[src/rtl/mpu_pkg.sv]
package mpu_pkg;
  // Field codes on the configuration port
  localparam logic [1:0] FLD_BASE = 2'd0;
  localparam logic [1:0] FLD_END  = 2'd1;
  localparam logic [1:0] FLD_PERM = 2'd2;

  // Strobes from control to datapath
  typedef struct packed {
    logic toData;
    logic baseWe;
    logic endWe;
    logic permWe;
  } cfgStrobe_t;
endpackage

[src/rtl/mpu_ctrl.sv]
module mpu_ctrl
  import mpu_pkg::*;
(
  input  logic       clk,
  input  logic       rstN,
  input  logic       cfgWe,
  input  logic       cfgSel,
  input  logic [1:0] cfgField,
  input  logic       iReq,
  input  logic       dReq,
  output cfgStrobe_t strobe,
  output logic       iValid,
  output logic       dValid
);
  always_comb begin
    strobe        = '0;
    strobe.toData = cfgSel;
    strobe.baseWe = cfgWe && (cfgField == FLD_BASE);
    strobe.endWe  = cfgWe && (cfgField == FLD_END);
    strobe.permWe = cfgWe && (cfgField == FLD_PERM);
  end

  always_ff @(posedge clk) begin
    if (!rstN) begin
      iValid <= 1'b0;
      dValid <= 1'b0;
    end else begin
      iValid <= iReq;
      dValid <= dReq;
    end
  end

  // verdict valid follows the request by exactly one cycle
  a_r9_ivalid_follows: assert property (@(posedge clk) disable iff (!rstN)
    iReq |=> iValid);
  a_r9_dvalid_follows: assert property (@(posedge clk) disable iff (!rstN)
    dReq |=> dValid);
  a_r9_ivalid_idle: assert property (@(posedge clk) disable iff (!rstN)
    !iReq |=> !iValid);
endmodule

[src/rtl/mpu_region_set.sv]
module mpu_region_set #(
  parameter int ADDR_W    = 32,
  parameter int NUM_REG   = 8,
  parameter int IDX_W     = 3,
  parameter bit SIZE_MODE = 1'b0,
  parameter bit IS_DATA   = 1'b0
) (
  input  logic              clk,
  input  logic              rstN,
  input  logic              baseWe,
  input  logic              endWe,
  input  logic              permWe,
  input  logic [IDX_W-1:0]  wIdx,
  input  logic [ADDR_W-1:0] wData,
  input  logic              req,
  input  logic [ADDR_W-1:0] addr,
  input  logic              write,
  input  logic              outValid,
  output logic              fault
);
  localparam int MIN_SHIFT = 6;
  localparam int MAX_SHIFT = ADDR_W - 1;

  logic [ADDR_W-1:0] baseQ [NUM_REG];
  logic [ADDR_W-1:0] endQ  [NUM_REG];
  logic [2:0]        permQ [NUM_REG];
  logic [NUM_REG-1:0] hitVec;
  logic allowNow;
  logic idxOk;

  assign idxOk = int'(wIdx) < NUM_REG;

  always_ff @(posedge clk) begin
    if (!rstN) begin
      for (int k = 0; k < NUM_REG; k++) begin
        baseQ[k] <= '0;
        endQ[k]  <= '0;
        permQ[k] <= '0;
      end
    end else if (idxOk) begin
      if (baseWe) baseQ[wIdx] <= wData;
      if (endWe)  endQ[wIdx]  <= wData;
      if (permWe) permQ[wIdx] <= wData[2:0];
    end
  end

  for (genvar k = 0; k < NUM_REG; k++) begin : g_match
    if (SIZE_MODE) begin : g_size
      logic [ADDR_W-1:0] mask;
      always_comb begin
        int sh;
        if (endQ[k] < ADDR_W'(MIN_SHIFT))      sh = MIN_SHIFT;
        else if (endQ[k] > ADDR_W'(MAX_SHIFT)) sh = MAX_SHIFT;
        else                                   sh = int'(endQ[k]);
        mask = {ADDR_W{1'b1}} << sh;
      end
      assign hitVec[k] = permQ[k][0] && ((addr & mask) == (baseQ[k] & mask));
    end else begin : g_limit
      assign hitVec[k] = permQ[k][0] && (addr >= baseQ[k]) && (addr < endQ[k]);
    end
  end

  // Scan downward so the lowest matching index has the final say
  always_comb begin
    allowNow = 1'b0;
    for (int k = NUM_REG - 1; k >= 0; k--) begin
      if (hitVec[k]) begin
        if (IS_DATA) allowNow = write ? permQ[k][2] : permQ[k][1];
        else         allowNow = permQ[k][1];
      end
    end
  end

  always_ff @(posedge clk) begin
    if (!rstN) fault <= 1'b0;
    else       fault <= req && !allowNow;
  end

  // a fault is only reported alongside a valid verdict
  a_r9_fault_needs_valid: assert property (@(posedge clk) disable iff (!rstN)
    fault |-> outValid);
  // a request covered by no enabled region is refused
  a_r6_nohit_faults: assert property (@(posedge clk) disable iff (!rstN)
    (req && (hitVec == '0)) |=> fault);
endmodule

[src/rtl/mpu_dpath.sv]
module mpu_dpath
  import mpu_pkg::*;
#(
  parameter int ADDR_W    = 32,
  parameter int NUM_IREG  = 8,
  parameter int NUM_DREG  = 8,
  parameter int IDX_W     = 3,
  parameter bit SIZE_MODE = 1'b0
) (
  input  logic              clk,
  input  logic              rstN,
  input  cfgStrobe_t        strobe,
  input  logic [IDX_W-1:0]  cfgIdx,
  input  logic [ADDR_W-1:0] cfgData,
  input  logic              iReq,
  input  logic [ADDR_W-1:0] iAddr,
  input  logic              dReq,
  input  logic [ADDR_W-1:0] dAddr,
  input  logic              dWrite,
  input  logic              iValid,
  input  logic              dValid,
  output logic              iFault,
  output logic              dFault
);
  logic              reqB   [2];
  logic [ADDR_W-1:0] addrB  [2];
  logic              writeB [2];
  logic              validB [2];
  logic              faultB [2];

  assign reqB[0] = iReq;  assign addrB[0] = iAddr; assign writeB[0] = 1'b0;   assign validB[0] = iValid;
  assign reqB[1] = dReq;  assign addrB[1] = dAddr; assign writeB[1] = dWrite; assign validB[1] = dValid;
  assign iFault = faultB[0];
  assign dFault = faultB[1];

  for (genvar b = 0; b < 2; b++) begin : g_bank
    logic sel;
    assign sel = (strobe.toData == b[0]);
    mpu_region_set #(
      .ADDR_W   (ADDR_W),
      .NUM_REG  (b == 0 ? NUM_IREG : NUM_DREG),
      .IDX_W    (IDX_W),
      .SIZE_MODE(SIZE_MODE),
      .IS_DATA  (b == 1)
    ) u_set (
      .clk     (clk),
      .rstN    (rstN),
      .baseWe  (sel && strobe.baseWe),
      .endWe   (sel && strobe.endWe),
      .permWe  (sel && strobe.permWe),
      .wIdx    (cfgIdx),
      .wData   (cfgData),
      .req     (reqB[b]),
      .addr    (addrB[b]),
      .write   (writeB[b]),
      .outValid(validB[b]),
      .fault   (faultB[b])
    );
  end
endmodule

[src/rtl/mpu_guard.sv]
module mpu_guard #(
  parameter int ADDR_W    = 32,
  parameter int NUM_IREG  = 8,   // up to 32
  parameter int NUM_DREG  = 8,   // up to 32
  parameter bit SIZE_MODE = 1'b0,
  localparam int NUM_MAX  = (NUM_IREG > NUM_DREG) ? NUM_IREG : NUM_DREG,
  localparam int IDX_W    = (NUM_MAX > 1) ? $clog2(NUM_MAX) : 1
) (
  input  logic              clk,
  input  logic              rstN,
  input  logic              cfgWe,
  input  logic              cfgSel,
  input  logic [IDX_W-1:0]  cfgIdx,
  input  logic [1:0]        cfgField,
  input  logic [ADDR_W-1:0] cfgData,
  input  logic              iReq,
  input  logic [ADDR_W-1:0] iAddr,
  output logic              iValid,
  output logic              iFault,
  input  logic              dReq,
  input  logic [ADDR_W-1:0] dAddr,
  input  logic              dWrite,
  output logic              dValid,
  output logic              dFault
);
  mpu_pkg::cfgStrobe_t strobe;

  mpu_ctrl u_ctrl (
    .clk(clk), .rstN(rstN), .cfgWe(cfgWe), .cfgSel(cfgSel), .cfgField(cfgField),
    .iReq(iReq), .dReq(dReq), .strobe(strobe), .iValid(iValid), .dValid(dValid)
  );

  mpu_dpath #(
    .ADDR_W(ADDR_W), .NUM_IREG(NUM_IREG), .NUM_DREG(NUM_DREG),
    .IDX_W(IDX_W), .SIZE_MODE(SIZE_MODE)
  ) u_dpath (
    .clk(clk), .rstN(rstN), .strobe(strobe), .cfgIdx(cfgIdx), .cfgData(cfgData),
    .iReq(iReq), .iAddr(iAddr), .dReq(dReq), .dAddr(dAddr), .dWrite(dWrite),
    .iValid(iValid), .dValid(dValid), .iFault(iFault), .dFault(dFault)
  );
endmodule

[config.mk]
export PLATFORM = sky130hd
export DESIGN_NAME = mpu_guard
export DESIGN_NICKNAME = d
export VERILOG_FILES = /design/src/rtl/mpu_pkg.sv /design/src/rtl/mpu_ctrl.sv /design/src/rtl/mpu_region_set.sv /design/src/rtl/mpu_dpath.sv /design/src/rtl/mpu_guard.sv
export SDC_FILE = /design/constraint.sdc
export NUM_CORES = 2
export LEC_CHECK = 0
export ABC_AREA = 1
export BUFFER_PORTS_ARGS = -buffer_cell sky130_fd_sc_hd__buf_2
export CORE_MARGIN = 3
export CORE_UTILIZATION = 69
export DETAILED_ROUTE_END_ITERATION = 8
export GPL_ROUTABILITY_DRIVEN = 0
export HOLD_SLACK_MARGIN = 0.12
export PLACE_DENSITY_LB_ADDON = 0.25
export SLEW_MARGIN = 20
export SYNTH_ARGS = -nofsm -noshare
export SYNTH_HDL_FRONTEND = slang
export SYNTH_HIERARCHICAL = 1
export SYNTH_SLANG_ARGS = --single-unit
[constraint.sdc]
create_clock -name clk -period 4.5 [get_ports clk]
set_input_delay 0.45 -clock clk [delete_from_list [all_inputs] [get_ports clk]]
set_output_delay 0.45 -clock clk [all_outputs]
set_load 0.01 [all_outputs]
; Word level (Yosys, flattened, before mapping)
; Memories as Yosys holds them, arrays and structs flattened.
; Cells that the tools add are included.
[totals]
elab_cells = 158
n_memories = 6
output_inout_bits = 4
register_bits = 4
input_bits = 108
mem_bits_rw = 1072
[mem_list]
columns = memory, depth, word_bits, read_ports, rd_clocked_by_memory_dff, write_ports, line
row1 = u_dpath.g_bank[0].u_set.baseQ, 8, 32, 8, 0, 8, mpu_region_set.sv:24  ; logic [ADDR_W-1:0] baseQ [NUM_REG];
row2 = u_dpath.g_bank[0].u_set.endQ, 8, 32, 8, 0, 8, mpu_region_set.sv:25  ; logic [ADDR_W-1:0] endQ [NUM_REG];
row3 = u_dpath.g_bank[1].u_set.baseQ, 8, 32, 8, 0, 8, mpu_region_set.sv:24
row4 = u_dpath.g_bank[1].u_set.endQ, 8, 32, 8, 0, 8, mpu_region_set.sv:25
row5 = u_dpath.g_bank[0].u_set.permQ, 8, 3, 8, 0, 8, mpu_region_set.sv:26  ; logic [2:0] permQ [NUM_REG];
row6 = u_dpath.g_bank[1].u_set.permQ, 8, 3, 8, 0, 8, mpu_region_set.sv:26
[op_classes]
order_cmp = 32
muxes = 61
n_reduce_logical = 52
eq_ne = 2
bitwise = 1
[op_table]
columns = cell, n
row1 = $ge 32x32->1, 16
row2 = $lt 32x32->1, 16
row3 = $mux 32, 4
row4 = $reduce_or 32->1, 4
row5 = $mux 1, 49
row6 = $logic_and 1x1->1, 43
row7 = $mux 3, 8
row8 = $reduce_or 3->1, 2
row9 = $eq 2x1->1 const B, 1
row10 = $eq 2x2->1 const B, 1
row11 = $logic_not 1->1, 2
row12 = $logic_not 2->1, 1
row13 = $not 1->1, 1

; Logic depth before layout (Yosys ltp)
; An unclocked memory read counts as a cell.
[depth]
word_depth = 14
mapped_depth = 24
ltp_nobuf = 24

; Modules after synthesis
; The synthesis kept the hierarchy.
[by_module_without_submodules]
columns = module, seq_area_each_um2, area_each_um2, n_inst, cells_per_inst
row1 = mpu_region_set at u_dpath.g_bank[1].u_set, 16115.5, 32006.9, 1, 3303
row2 = mpu_region_set at u_dpath.g_bank[0].u_set, 15875.2, 31645.4, 1, 3300
row3 = mpu_ctrl, 40.0, 88.8, 1, 14
row4 = mpu_dpath, 0.0, 48.8, 1, 13

; Least setup slack after synthesis
; No wires, ideal clock.
[synth_path]
path_kind = in2reg
start = input port cfgField[1]
end = memory u_dpath.g_bank[0].u_set.baseQ[0][0], enable pin
setup_time_ns = 0.389
required_ns = 4.111
stages = 10
path_buffers = 1
slack_ns = 2.106
arrival_ns = 2.004
path_cell_list = inv_1 nand2_1 nor2_1 inv_1 nor2_1 nand2_1 inv_1 nand2_1 clkbuf_1 nand2_1
[synth_rtl]
columns = element, line
row1 = from (decl), mpu_guard.sv:14  ; input logic [1:0] cfgField,
row2 = to (decl), mpu_region_set.sv:24

==> metrics.cfg <==
[cts]
postCtsSetupBuffers=0
clock_path_buffers=3
cts_tree=built
cts-root-buf=clkbuf_16
cts_hold_buf=2
htreeDepth=3
clkTransAtPathRegs_ps=60
cts_resized=0
clock_latency_ps=700
cts_buffers=110
cts.sinks=1068

[power_and_ir_drop]
leakage_nw=33.5
vdd_drop_max_v=0.000322
p_per_area_nw_per_um2=343

[synth]
synth.avg_cell_area_sq_um=9.62
yosysWarnings=6
syn_nets=7745
synth_area_sq_um=63800
syn_inst=6629

[timing]
hold_viol=0
fmax_ghz=0.322
hold_slack_ps=381
rsz0062_at_grt=no
worstMarginPinSlew_ps=1080
fin_tns_setup_ps=0
fin_ws_ps=1390
slew_viol_final=0
finalCritPeriodShare_pct=69.1
period_minus_slack_ps=3110
relSlewSlack_pct=28.2
finClkSkew_ps=20.3
setup_violations=0

[detailed_routing]
via_per_inst=6.03
wl_per_cell_um=21.3
totalWireLength_um=171000
drtIter0Drc=6053
drc=0
ant_nets=0
dr.pass1.iters=6
via_count=48400

[critical_path]
crit_path_end_kind=register
worstPathMaxFanout=2
arrival_ps=3730
crit_required_ps=5130
startpoint_type=register
crit_type=register to register

[global_route]
grt_usage_pct=35.4
grt_max_degree=34
antenna_found_initial=5
gr-total-overflow=0
grt_pass1_vias=47700
grt_pass1_wl_um=258000

[layout]
utilization_pct=76.5
multi_input_area_sq_um=26300
antenna_cells=0
seqCellArea_sq_um=32000
finish.net_count=7875
drive_gt1_share_pct=5.97
nFillCells=5791
syn_to_final_growth_pct=8.87

[placement]
pre_cts_slack_ps=1190
portBuffers=111
dpl.hpwl_um=112000

[die]
die-width_um=310
die_area_sq_um=96100
rows=110
start_util_pct=70.2
fp.dieH_um=310
core_sq_um=90800
ios=112

[flow_run]
max_cap_violations=0

[run_status]
status=finished, final reports clean

[worst_hold_path]
holdCritPathClass=primary input to register

==> layout by cell type, fill, tap and decap left out, types with 5 or more instances in the layout <==
master / count
nor3_2: 6
o21ai_1: 27
buf_12: 15
nor2_2: 8
a211oi_1: 20
nor4_2: 6
nor4_1: 12
inv_2: 10
a21oi_1: 482
a31oi_1: 9
a21o_1: 6
o211ai_1: 40
o31ai_1: 9
nand2_2: 9
clkinv_1: 25
nor3_1: 67
o21ai_0: 135
clkinv_2: 28
buf_2: 111
nand2_1: 802
bufinv_16: 11
and3_1: 5
nor2_1: 1220
nand3_1: 89
edfxtp_1: 1064
clkbuf_1: 19
buf_4: 63
nand4_1: 74
ha_1: 1008
o21a_1: 22
clkbuf_16: 110
inv_1: 1273
==> flip-flops by register name, summed over array words and instances, names as in the netlist <==
register / cells
u_dpath/g_bank.u_set/baseQ: 512
u_dpath/g_bank.u_set/endQ: 512
u_dpath/g_bank.u_set/permQ: 40
u_dpath/g_bank.u_set/fault: 2
u_ctrl/dValid: 1
u_ctrl/iValid: 1
==> layer usage <==
layer  wire length [um]  vias to the layer above  GRT usage [%]
met1              63800                    22600           47.7
met5                 42                        -              0
met3              23400                      589           7.78
met2              76200                     2907           56.2
met4               7300                        6           14.9
li1                   -                    22200              -
==> final timing paths <==
check                                  startpoint                             to  slack, ps  cells past startpoint
max          u_dpath/g_bank[0].u_set/baseQ[2][23]  u_dpath/g_bank[0].u_set/fault       1390                     16
min reg2reg   u_dpath/g_bank[0].u_set/permQ[0][1]  u_dpath/g_bank[0].u_set/fault        700                      3
max reg2reg  u_dpath/g_bank[0].u_set/baseQ[2][23]  u_dpath/g_bank[0].u_set/fault       1390                     16
min                                        dWrite  u_dpath/g_bank[1].u_set/fault        380                      5
==> worst max-delay path: stages, from the launching register on <==
cell,delay (ps)
edfxtp_1,330
inv_1,50
ha_1,300
nand2_1,90
nor2_2,150
nand4_1,230
nor4_2,640
nand4_1,420
nand3_1,230
nand2_1,70
clkinv_1,40
nand2_1,70
o21ai_2,150
inv_2,40
nand2_1,60
nand2_1,80
a21oi_2,110
==> power by group <==
group          internal [mW]  switching [mW]
Combinational           1.04            2.22
Clock                   5.11            3.90
Sequential              11.4           0.148
Total                   17.6            6.27
==> stage by stage <==
stage	total power, mW	std cells	area, sq um
floorplan	13.7	6629	63800
global placement	14.7	7821	65900
detailed placement	14.9	7821	65900
CTS	23.8	8026	69400
global route	24.7	8026	69400
finish	23.8	8026	69400
==> final cells by class <==
type / count / area share (%)
clock buffer: 129 / 4.07
clock inverter: 74 / 0.991
inverter: 1286 / 6.96
multi-input combinational: 4102 / 37.8
sequential: 1068 / 46.1
tap: 1176 / 2.12
timing repair buffer: 191 / 1.94
Power figures use the tool's default switching activity.
